$ cat src/rtl/rom_cmd_pkg.sv
package rom_cmd_pkg;

  typedef enum logic [1:0] {
    ST_IDLE = 2'd0,
    ST_CMD  = 2'd1,
    ST_ADDR = 2'd2,
    ST_FUNC = 2'd3
  } romState_t;

  typedef struct packed {
    logic clrIdx;
    logic incIdx;
    logic setResume;
    logic clrResume;
    logic enterOd;
    logic restoreOd;
    logic dropOd;
  } romCtl_t;

endpackage

$ cat src/rtl/rom_cmd_ctrl.sv
module rom_cmd_ctrl
  import rom_cmd_pkg::*;
#(
  parameter logic [7:0] CMD_MATCH    = 8'h55,
  parameter logic [7:0] CMD_SKIP     = 8'hCC,
  parameter logic [7:0] CMD_RESUME   = 8'hA5,
  parameter logic [7:0] CMD_OD_MATCH = 8'h69
) (
  input  logic      clk,
  input  logic      rstN,
  input  logic [7:0] rxByte,
  input  logic      rxValid,
  input  logic      busReset,
  input  logic      resetLong,
  input  logic      byteMatch,
  input  logic      idxLast,
  input  logic      resumeFlag,
  output romState_t state,
  output romCtl_t   ctl
);

  romState_t nextState;
  logic      fastVariant;
  logic      fastVariantNext;

  always_comb begin
    nextState       = state;
    ctl             = '0;
    fastVariantNext = fastVariant;
    if (busReset) begin
      nextState  = ST_CMD;
      ctl.clrIdx = 1'b1;
      ctl.dropOd = resetLong;
    end else if (rxValid) begin
      unique case (state)
        ST_CMD: begin
          if (rxByte == CMD_SKIP) begin
            nextState     = ST_FUNC;
            ctl.clrResume = 1'b1;
          end else if (rxByte == CMD_RESUME) begin
            nextState = resumeFlag ? ST_FUNC : ST_IDLE;
          end else if (rxByte == CMD_MATCH) begin
            nextState       = ST_ADDR;
            ctl.clrIdx      = 1'b1;
            fastVariantNext = 1'b0;
          end else if (rxByte == CMD_OD_MATCH) begin
            nextState       = ST_ADDR;
            ctl.clrIdx      = 1'b1;
            ctl.enterOd     = 1'b1;
            fastVariantNext = 1'b1;
          end else begin
            nextState = ST_IDLE;
          end
        end
        ST_ADDR: begin
          if (!byteMatch) begin
            nextState     = ST_IDLE;
            ctl.clrResume = 1'b1;
            ctl.restoreOd = fastVariant;
          end else if (idxLast) begin
            nextState     = ST_FUNC;
            ctl.setResume = 1'b1;
          end else begin
            ctl.incIdx = 1'b1;
          end
        end
        default: nextState = state;
      endcase
    end
  end

  always_ff @(posedge clk or negedge rstN) begin
    if (!rstN) begin
      state       <= ST_IDLE;
      fastVariant <= 1'b0;
    end else begin
      state       <= nextState;
      fastVariant <= fastVariantNext;
    end
  end

endmodule

$ cat src/rtl/rom_cmd_dp.sv
module rom_cmd_dp
  import rom_cmd_pkg::*;
#(
  parameter int ID_W = 64
) (
  input  logic            clk,
  input  logic            rstN,
  input  logic [7:0]      rxByte,
  input  logic [ID_W-1:0] devId,
  input  romCtl_t         ctl,
  output logic            byteMatch,
  output logic            idxLast,
  output logic            resumeFlag,
  output logic            overdrive
);

  localparam int NUM_BYTES = ID_W / 8;
  localparam int IDX_W     = (NUM_BYTES > 1) ? $clog2(NUM_BYTES) : 1;
  localparam logic [IDX_W-1:0] LAST_IDX = IDX_W'(NUM_BYTES - 1);

  logic [IDX_W-1:0] byteIdx;
  logic             savedOd;
  logic [7:0]       expByte;

  // Byte k of the ID travels on the wire least-significant bit first
  assign expByte   = devId[byteIdx*8 +: 8];
  assign byteMatch = (rxByte == expByte);
  assign idxLast   = (byteIdx == LAST_IDX);

  always_ff @(posedge clk or negedge rstN) begin
    if (!rstN) begin
      byteIdx <= '0;
    end else if (ctl.clrIdx) begin
      byteIdx <= '0;
    end else if (ctl.incIdx) begin
      byteIdx <= byteIdx + 1'b1;
    end
  end

  always_ff @(posedge clk or negedge rstN) begin
    if (!rstN) begin
      resumeFlag <= 1'b0;
    end else if (ctl.setResume) begin
      resumeFlag <= 1'b1;
    end else if (ctl.clrResume) begin
      resumeFlag <= 1'b0;
    end
  end

  always_ff @(posedge clk or negedge rstN) begin
    if (!rstN) begin
      overdrive <= 1'b0;
      savedOd   <= 1'b0;
    end else if (ctl.dropOd) begin
      overdrive <= 1'b0;
    end else if (ctl.enterOd) begin
      savedOd   <= overdrive;
      overdrive <= 1'b1;
    end else if (ctl.restoreOd) begin
      overdrive <= savedOd;
    end
  end

endmodule

$ cat src/rtl/rom_cmd_handler.sv
module rom_cmd_handler
  import rom_cmd_pkg::*;
#(
  parameter int         ID_W         = 64,
  parameter logic [7:0] CMD_MATCH    = 8'h55,
  parameter logic [7:0] CMD_SKIP     = 8'hCC,
  parameter logic [7:0] CMD_RESUME   = 8'hA5,
  parameter logic [7:0] CMD_OD_MATCH = 8'h69
) (
  input  logic            clk,
  input  logic            rstN,
  input  logic [7:0]      rxByte,
  input  logic            rxValid,
  input  logic            busReset,
  input  logic            resetLong,
  input  logic [ID_W-1:0] devId,
  output logic            funcEnable,
  output logic            overdrive,
  output logic            idle
);

  romState_t state;
  romCtl_t   ctl;
  logic      byteMatch;
  logic      idxLast;
  logic      resumeFlag;
  logic      cmdWait;

  rom_cmd_ctrl #(
    .CMD_MATCH   (CMD_MATCH),
    .CMD_SKIP    (CMD_SKIP),
    .CMD_RESUME  (CMD_RESUME),
    .CMD_OD_MATCH(CMD_OD_MATCH)
  ) u_ctrl (
    .clk       (clk),
    .rstN      (rstN),
    .rxByte    (rxByte),
    .rxValid   (rxValid),
    .busReset  (busReset),
    .resetLong (resetLong),
    .byteMatch (byteMatch),
    .idxLast   (idxLast),
    .resumeFlag(resumeFlag),
    .state     (state),
    .ctl       (ctl)
  );

  rom_cmd_dp #(
    .ID_W(ID_W)
  ) u_dp (
    .clk       (clk),
    .rstN      (rstN),
    .rxByte    (rxByte),
    .devId     (devId),
    .ctl       (ctl),
    .byteMatch (byteMatch),
    .idxLast   (idxLast),
    .resumeFlag(resumeFlag),
    .overdrive (overdrive)
  );

  assign funcEnable = (state == ST_FUNC);
  assign idle       = (state == ST_IDLE);
  assign cmdWait    = (state == ST_CMD);

endmodule

$ cat config.mk
export PLATFORM = sky130hd
export DESIGN_NAME = rom_cmd_handler
export DESIGN_NICKNAME = d
export VERILOG_FILES = /design/src/rtl/rom_cmd_pkg.sv /design/src/rtl/rom_cmd_ctrl.sv /design/src/rtl/rom_cmd_dp.sv /design/src/rtl/rom_cmd_handler.sv
export SDC_FILE = /design/constraint.sdc
export NUM_CORES = 1
export LEC_CHECK = 0
export BUFFER_PORTS_ARGS = -buffer_cell sky130_fd_sc_hd__buf_4
export CAP_MARGIN = 20
export CORE_AREA = 2 2 57 59
export DETAILED_ROUTE_END_ITERATION = 8
export DIE_AREA = 0 0 59 61
export HOLD_SLACK_MARGIN = 0.15
export PLACE_DENSITY = 0.83
export SLEW_MARGIN = 20
export SYNTH_ARGS = -nofsm -noshare
export SYNTH_HDL_FRONTEND = slang
export SYNTH_SLANG_ARGS = --single-unit
$ cat constraint.sdc
create_clock -name clk -period 5.56 [get_ports clk]
set_input_delay 0.278 -clock clk [delete_from_list [all_inputs] [get_ports clk]]
set_output_delay 0.278 -clock clk [all_outputs]
set_load 0.02 [all_outputs]
**Word level (Yosys, flattened, before mapping)**

Cells that the tools add are included.

- Output and inout bits: 3
- Register bits after elaboration: 9
- Input bits: 77

- Shift operators: 1
- Add/subtract/negate cells: 1
- Reductions and logical operators: 10
- Eq/ne operators: 10
- Muxes and demuxes: 41
- Bitwise operators: 4

Operators with widths:

| operator | number |
|---|---|
| $shiftx A64 B7 Y8 | 1 |
| $mux W1 | 24 |
| $mux W2 | 11 |
| $eq A8 B7 Y1 const B | 2 |
| $eq A8 B8 Y1 const B | 2 |
| $eq A8 B8 Y1 | 1 |
| $reduce_bool A2 Y1 | 4 |
| $mux W3 | 2 |
| $mux W6 | 1 |
| $reduce_and A6 Y1 | 1 |
| $reduce_bool A3 Y1 | 2 |
| $mux W5 | 1 |
| $eq A2 B2 Y1 const B | 2 |
| $ne A4 B4 Y1 const B | 1 |
| $not A1 Y1 | 4 |
| $pmux W2 S2 | 1 |
| $add A3 B1 Y3 const B | 1 |
| $eq A3 B3 Y1 const B | 1 |
| $reduce_and A3 Y1 | 1 |
| $eq A2 B1 Y1 const B | 1 |
| $logic_not A2 Y1 | 1 |
| $pmux W1 S2 | 1 |
| $reduce_and A2 Y1 | 1 |

**Logic depth before layout (Yosys ltp)**

- Depth after elaboration: 11
- Mapped depth: 10
- Gate-level depth less buffers: 7

**By module**

A second synthesis with hierarchy kept.

- Cells, all modules: 128
- Area, all modules: 1306.3 um2

Modules (own cells, without submodules):

| module | cells an instance | times used | seq. area each (um2) | area each (um2) |
|---|---|---|---|---|
| rom_cmd_dp | 76 | 1 | 150.1 | 880.8 |
| rom_cmd_ctrl | 50 | 1 | 75.1 | 415.4 |
| rom_cmd_handler | 2 | 1 | 0.0 | 10.0 |

**Least setup slack after synthesis**

No wires, ideal clock.

- Path kind: reg2reg
- From: register u_dp.byteIdx[1]
- To: register u_dp.byteIdx[0]
- Slack: 2.774 ns
- Stages on the path, launching flop included: 10
- Setup time: 0.078 ns
- Buffers on the path: 2
- Required time: 5.482 ns
- Arrival: 2.709 ns
- Clock period less this slack: 2.786 ns
- Cell sequence: dfrtp_1 -> buf_6 -> mux2i_1 -> mux4_2 -> xnor2_1 -> or3b_1 -> or4_1 -> buf_2 -> or3_1 -> a21boi_1

- Longest elaborated chain between the ends: 7
- Elaborated cells on any way between the ends: 9
- Those cells by class: 2 x eq/ne; 1 x shift; 5 x mux; 1 x reduce/logical

RTL lines:

| element | line | source |
|---|---|---|
| start, declared | rom_cmd_dp.sv:21 | `logic [IDX_W-1:0] byteIdx;` |
| start signal, assigned | rom_cmd_dp.sv:36 | `byteIdx <= byteIdx + 1'b1;` |
| $shiftx A64 B7 Y8 or $eq A3 B3 Y1 (tied branches) | rom_cmd_dp.sv:26, rom_cmd_dp.sv:28 |  |
| $eq A8 B8 Y1 or $mux W1 (tied branches) | rom_cmd_dp.sv:27, rom_cmd_ctrl.sv:60 |  |
| $mux W2 * | rom_cmd_ctrl.sv:56 | `if (!byteMatch) begin` |
| $mux W2 * | rom_cmd_ctrl.sv:35 | `unique case (state)` |
| $mux W6 * | rom_cmd_ctrl.sv:34 | `end else if (rxValid) begin` |
| $mux W5 * | rom_cmd_ctrl.sv:30 | `if (busReset) begin` |
| $reduce_bool A2 Y1 (no source line) * | - |  |

Every way passes the cells marked *; elsewhere a longest branch is shown, timed or not.
A chain may end at the register's enable or synchronous reset.

**Worst setup path in the final report**

- From: register u_dp.byteIdx[0]
- To: register u_dp.byteIdx[0]

- Longest elaborated chain between the ends: 7
- Elaborated cells on any way between the ends: 12
- Those cells by class: 1 x add/sub; 2 x eq/ne; 1 x shift; 7 x mux; 1 x reduce/logical

RTL lines:

| element | line |
|---|---|
| $shiftx A64 B7 Y8 or $eq A3 B3 Y1 (tied branches) | rom_cmd_dp.sv:26, rom_cmd_dp.sv:28 |
| $eq A8 B8 Y1 or $mux W1 (tied branches) | rom_cmd_dp.sv:27, rom_cmd_ctrl.sv:60 |
| $mux W2 | rom_cmd_ctrl.sv:56 |
| $mux W2 | rom_cmd_ctrl.sv:35 |
| $mux W6 | rom_cmd_ctrl.sv:34 |
| $mux W5 | rom_cmd_ctrl.sv:30 |
| $reduce_bool A2 Y1 (no source line) | - |

Parallel ways exist; a longest one is shown, timed or not. The select of a mux whose other input is x is not followed.

==> flow_summary.ini <==
[job]
max_cap_violations = 0

[drt]
route.detailed.drc = 0
firstDrtPassIters = 4
wl_per_cell_um = 15.1
ant_nets = 0
via_count = 1432
vias_per_cell = 5.71
drt_iter0_drc = 69
finalWirelength_mm = 3.78

[clock_network]
cts.clk_slew.worst_paths_ns = 0.07
cts_buffers = 3
clkLatencyLatePin_ns = 0.27
cts_tree = yes
cts_buffer_depth = 2
h-tree-depth = 1
hold_buffers = 1
cts_root_buf = clkbuf_4
cts-resized-gates = 0
clock_sinks = 9
cts_setup_buffers = 0

[yosys]
synthDistinctLibCells = 41
ys_seq_area_share_pct = 16.8
synth_top_area_share_pct = 16.8
avgSynthCellArea_um2 = 9.53
syn_inst = 141
synth_flop_cell = dfrtp_1
ys_warn_count = 0
syn_nets = 224
synth_area_leaders = dfrtp_1, mux4_2, mux2i_1
synth-async-reset-ratio_pct = 100
yosysTopAreaCell = dfrtp_1
netlist_area_um2 = 1340
ys_seq_elements = 9
synth_edf_count = 0

[grt]
grt_pass1_wl_mm = 5.95
use_met2_pct = 38.9
met1_usage_pct = 26.5
top_usage_layer = met2
first_global_vias = 1337
grt_max_degree = 21
grt_overflow = 0
gr-usage-met3_pct = 3.84
grt_usage_pct = 21.5
antenna_found_initial = 0

[sta]
setup_tns_ns = 0
fin_skew_ns = 0.00405
tightest_slew_ns = 0.953
setup_viol = 0
slew_violations = 0
fin_crit_sh_pct = 60.1
rsz0062_at_grt = no
relSlewSlack_pct = 36.5
final_hold_viol_count = 0
fmax_mhz = 299
hold-worst-slack_ns = 0.208
min_period_ns = 3.34

[final_layout]
final_util_pct = 66.1
n_antenna_cell = 0
layout.cells.non_filler = 251
drive_above_1_share_pct = 45.4
finalNetCount = 302
areaGrowthSynthToFinish_pct = 45.3

[die]
core_area_um2 = 2950
ios = 80
fp.dieH_um = 61
die_w_um = 59
die_area_um2 = 3600
rows = 20
start_util_pct = 45.5

[worst_setup_path]
reg2reg_depth = 6
r2r_end = u_dp.byteIdx[0]$_DFFE_PN0P_
r2r_setup_slack_ns = 2.22
cp.required_ns = 5.75
critPathArrivalTime_ns = 3.53
critPathKind = flop to flop
cp-start-kind = flop
worstSetupEndpointType = flop
rr_startpoint = u_dp.byteIdx[0]$_DFFE_PN0P_
worstPathMaxFanout = 20

[status]
outcome = completed

[min_path]
holdCritPathClass = input pin to flop
min_to = u_ctrl.state[1]$_DFFE_PN0P_
min_path_cells = 2
hold_path_startpoint = busReset

[power_and_ir_drop]
max-vdd-ir-drop_v = 0.000122
finalPower_w = 0.000196
leakage_nw = 0.845
p_sw_w = 0.0000513
combPwrFrac_pct = 39.1
power.density_nw_per_um2 = 101
intPower_w = 0.000145
power_frac_clock_pct = 26.8
swShare_pct = 26.1
pwr-share-seq_pct = 34.2

[placed_design]
dpl.hpwl_mm = 3.05
dp_cells = 246
io_buffers = 79
gp_congestion = 0.765
-- state kept, by name, indices dropped and copies added, names as in the netlist --
signal,flops
u_dp.resumeFlag,1
u_dp.byteIdx,3
u_dp.overdrive,1
u_ctrl.state,2
u_dp.savedOd,1
u_ctrl.fastVariant,1
-- final cells by class --
| class | instances | area, um^2 |
|---|---|---|
| well taps | 33 | 41.3 |
| flip-flops and latches | 9 | 225 |
| multi-input cells | 121 | 1040 |
| repair buffers | 80 | 603 |
| inverters | 4 | 15.0 |
| fillers | 250 | 1000 |
| clock buffers | 4 | 26.3 |
-- placed cells by master (no fill, tap or decap), types with 2 or more instances in the layout --
master | netlist | final
buf_4 | 0 | 79
mux2i_1 | 16 | 16
nand2_1 | 14 | 14
mux4_2 | 10 | 10
dfrtp_1 | 9 | 9
o21ai_0 | 7 | 7
a21oi_1 | 6 | 6
ha_1 | 6 | 6
mux2_2 | 5 | 5
nand3_1 | 5 | 5
inv_1 | 4 | 4
o22ai_1 | 4 | 4
nor2_1 | 4 | 4
a22o_1 | 4 | 4
xnor2_1 | 3 | 3
nand2b_1 | 3 | 3
nor2b_1 | 3 | 3
nor3_1 | 3 | 3
clkbuf_4 | 0 | 3
or3b_1 | 2 | 2
xor2_1 | 2 | 2
a21o_1 | 2 | 2
or4_1 | 2 | 2
nand4b_1 | 2 | 2
or3_1 | 2 | 2
nor4bb_1 | 2 | 2
a21boi_0 | 2 | 2
-- power by group through the flow --
stage          sequential [W]  clock [W]  combinational (W)
6_report            0.0000671  0.0000526          0.0000767
5_1_grt             0.0000672  0.0000564          0.0000837
4_1_cts             0.0000670  0.0000539          0.0000772
3_5_place_dp        0.0000683          0          0.0000764
3_3_place_gp        0.0000683          0          0.0000756
2_1_floorplan       0.0000681          0          0.0000261
-- logic make-up (layout without fill, tap and decap cells) --
kind of cell,count (synthesis),count (layout),synth area share [%]
buffers and inverters,11,88,5.77
AO/OA/AOI/OAI,32,32,15.7
adder cells (fa/ha/maj),6,6,5.59
multiplexers,31,31,32.9
flip-flops,9,9,16.8
AND/OR/NAND/NOR,47,47,20.0
XOR/XNOR,5,5,3.26
-- per-stage QoR --
step,setup slack [ns],area (um^2)
global route,2.05,1950
finish,2.22,1950
detailed placement,2.25,1920
CTS,2.23,1950
global placement,2.29,1920
floorplan,2.77,1340
-- metal layers --
layer,vias up,routed length (um)
met5,-,0
met2,70,1860
li1,705,-
met4,0,61
met1,649,1470
met3,8,381
-- worst max-delay path, stage by stage, from the launching register on --
cell and delay (ns):
dfrtp_1 0.97, mux4_2 0.61, xnor2_1 0.13, or3b_1 0.38, or4_1 0.64, or3_1 0.39, a21boi_1 0.14
-- how the worst max path moves through the flow --
stage	to	start	cells after the start
CTS	u_dp.byteIdx[0]$_DFFE_PN0P_	u_dp.byteIdx[0]$_DFFE_PN0P_	6
finish	u_dp.byteIdx[0]$_DFFE_PN0P_	u_dp.byteIdx[0]$_DFFE_PN0P_	6
global placement	u_dp.byteIdx[0]$_DFFE_PN0P_	u_dp.byteIdx[0]$_DFFE_PN0P_	6
detailed placement	u_dp.byteIdx[0]$_DFFE_PN0P_	u_dp.byteIdx[0]$_DFFE_PN0P_	6
global route	u_dp.byteIdx[0]$_DFFE_PN0P_	u_dp.byteIdx[0]$_DFFE_PN0P_	6
floorplan	u_dp.byteIdx[0]$_DFFE_PN0P_	u_dp.byteIdx[1]$_DFFE_PN0P_	9
-- cells in the mapped netlist (4+ instances only) --
cell	n
inv_1	4
nand2_1	14
dfrtp_1	9
nor2_1	4
o21ai_0	7
ha_1	6
a22o_1	4
mux2_2	5
mux4_2	10
a21oi_1	6
mux2i_1	16
o22ai_1	4
nand3_1	5
(Power assumes the default switching activity.)
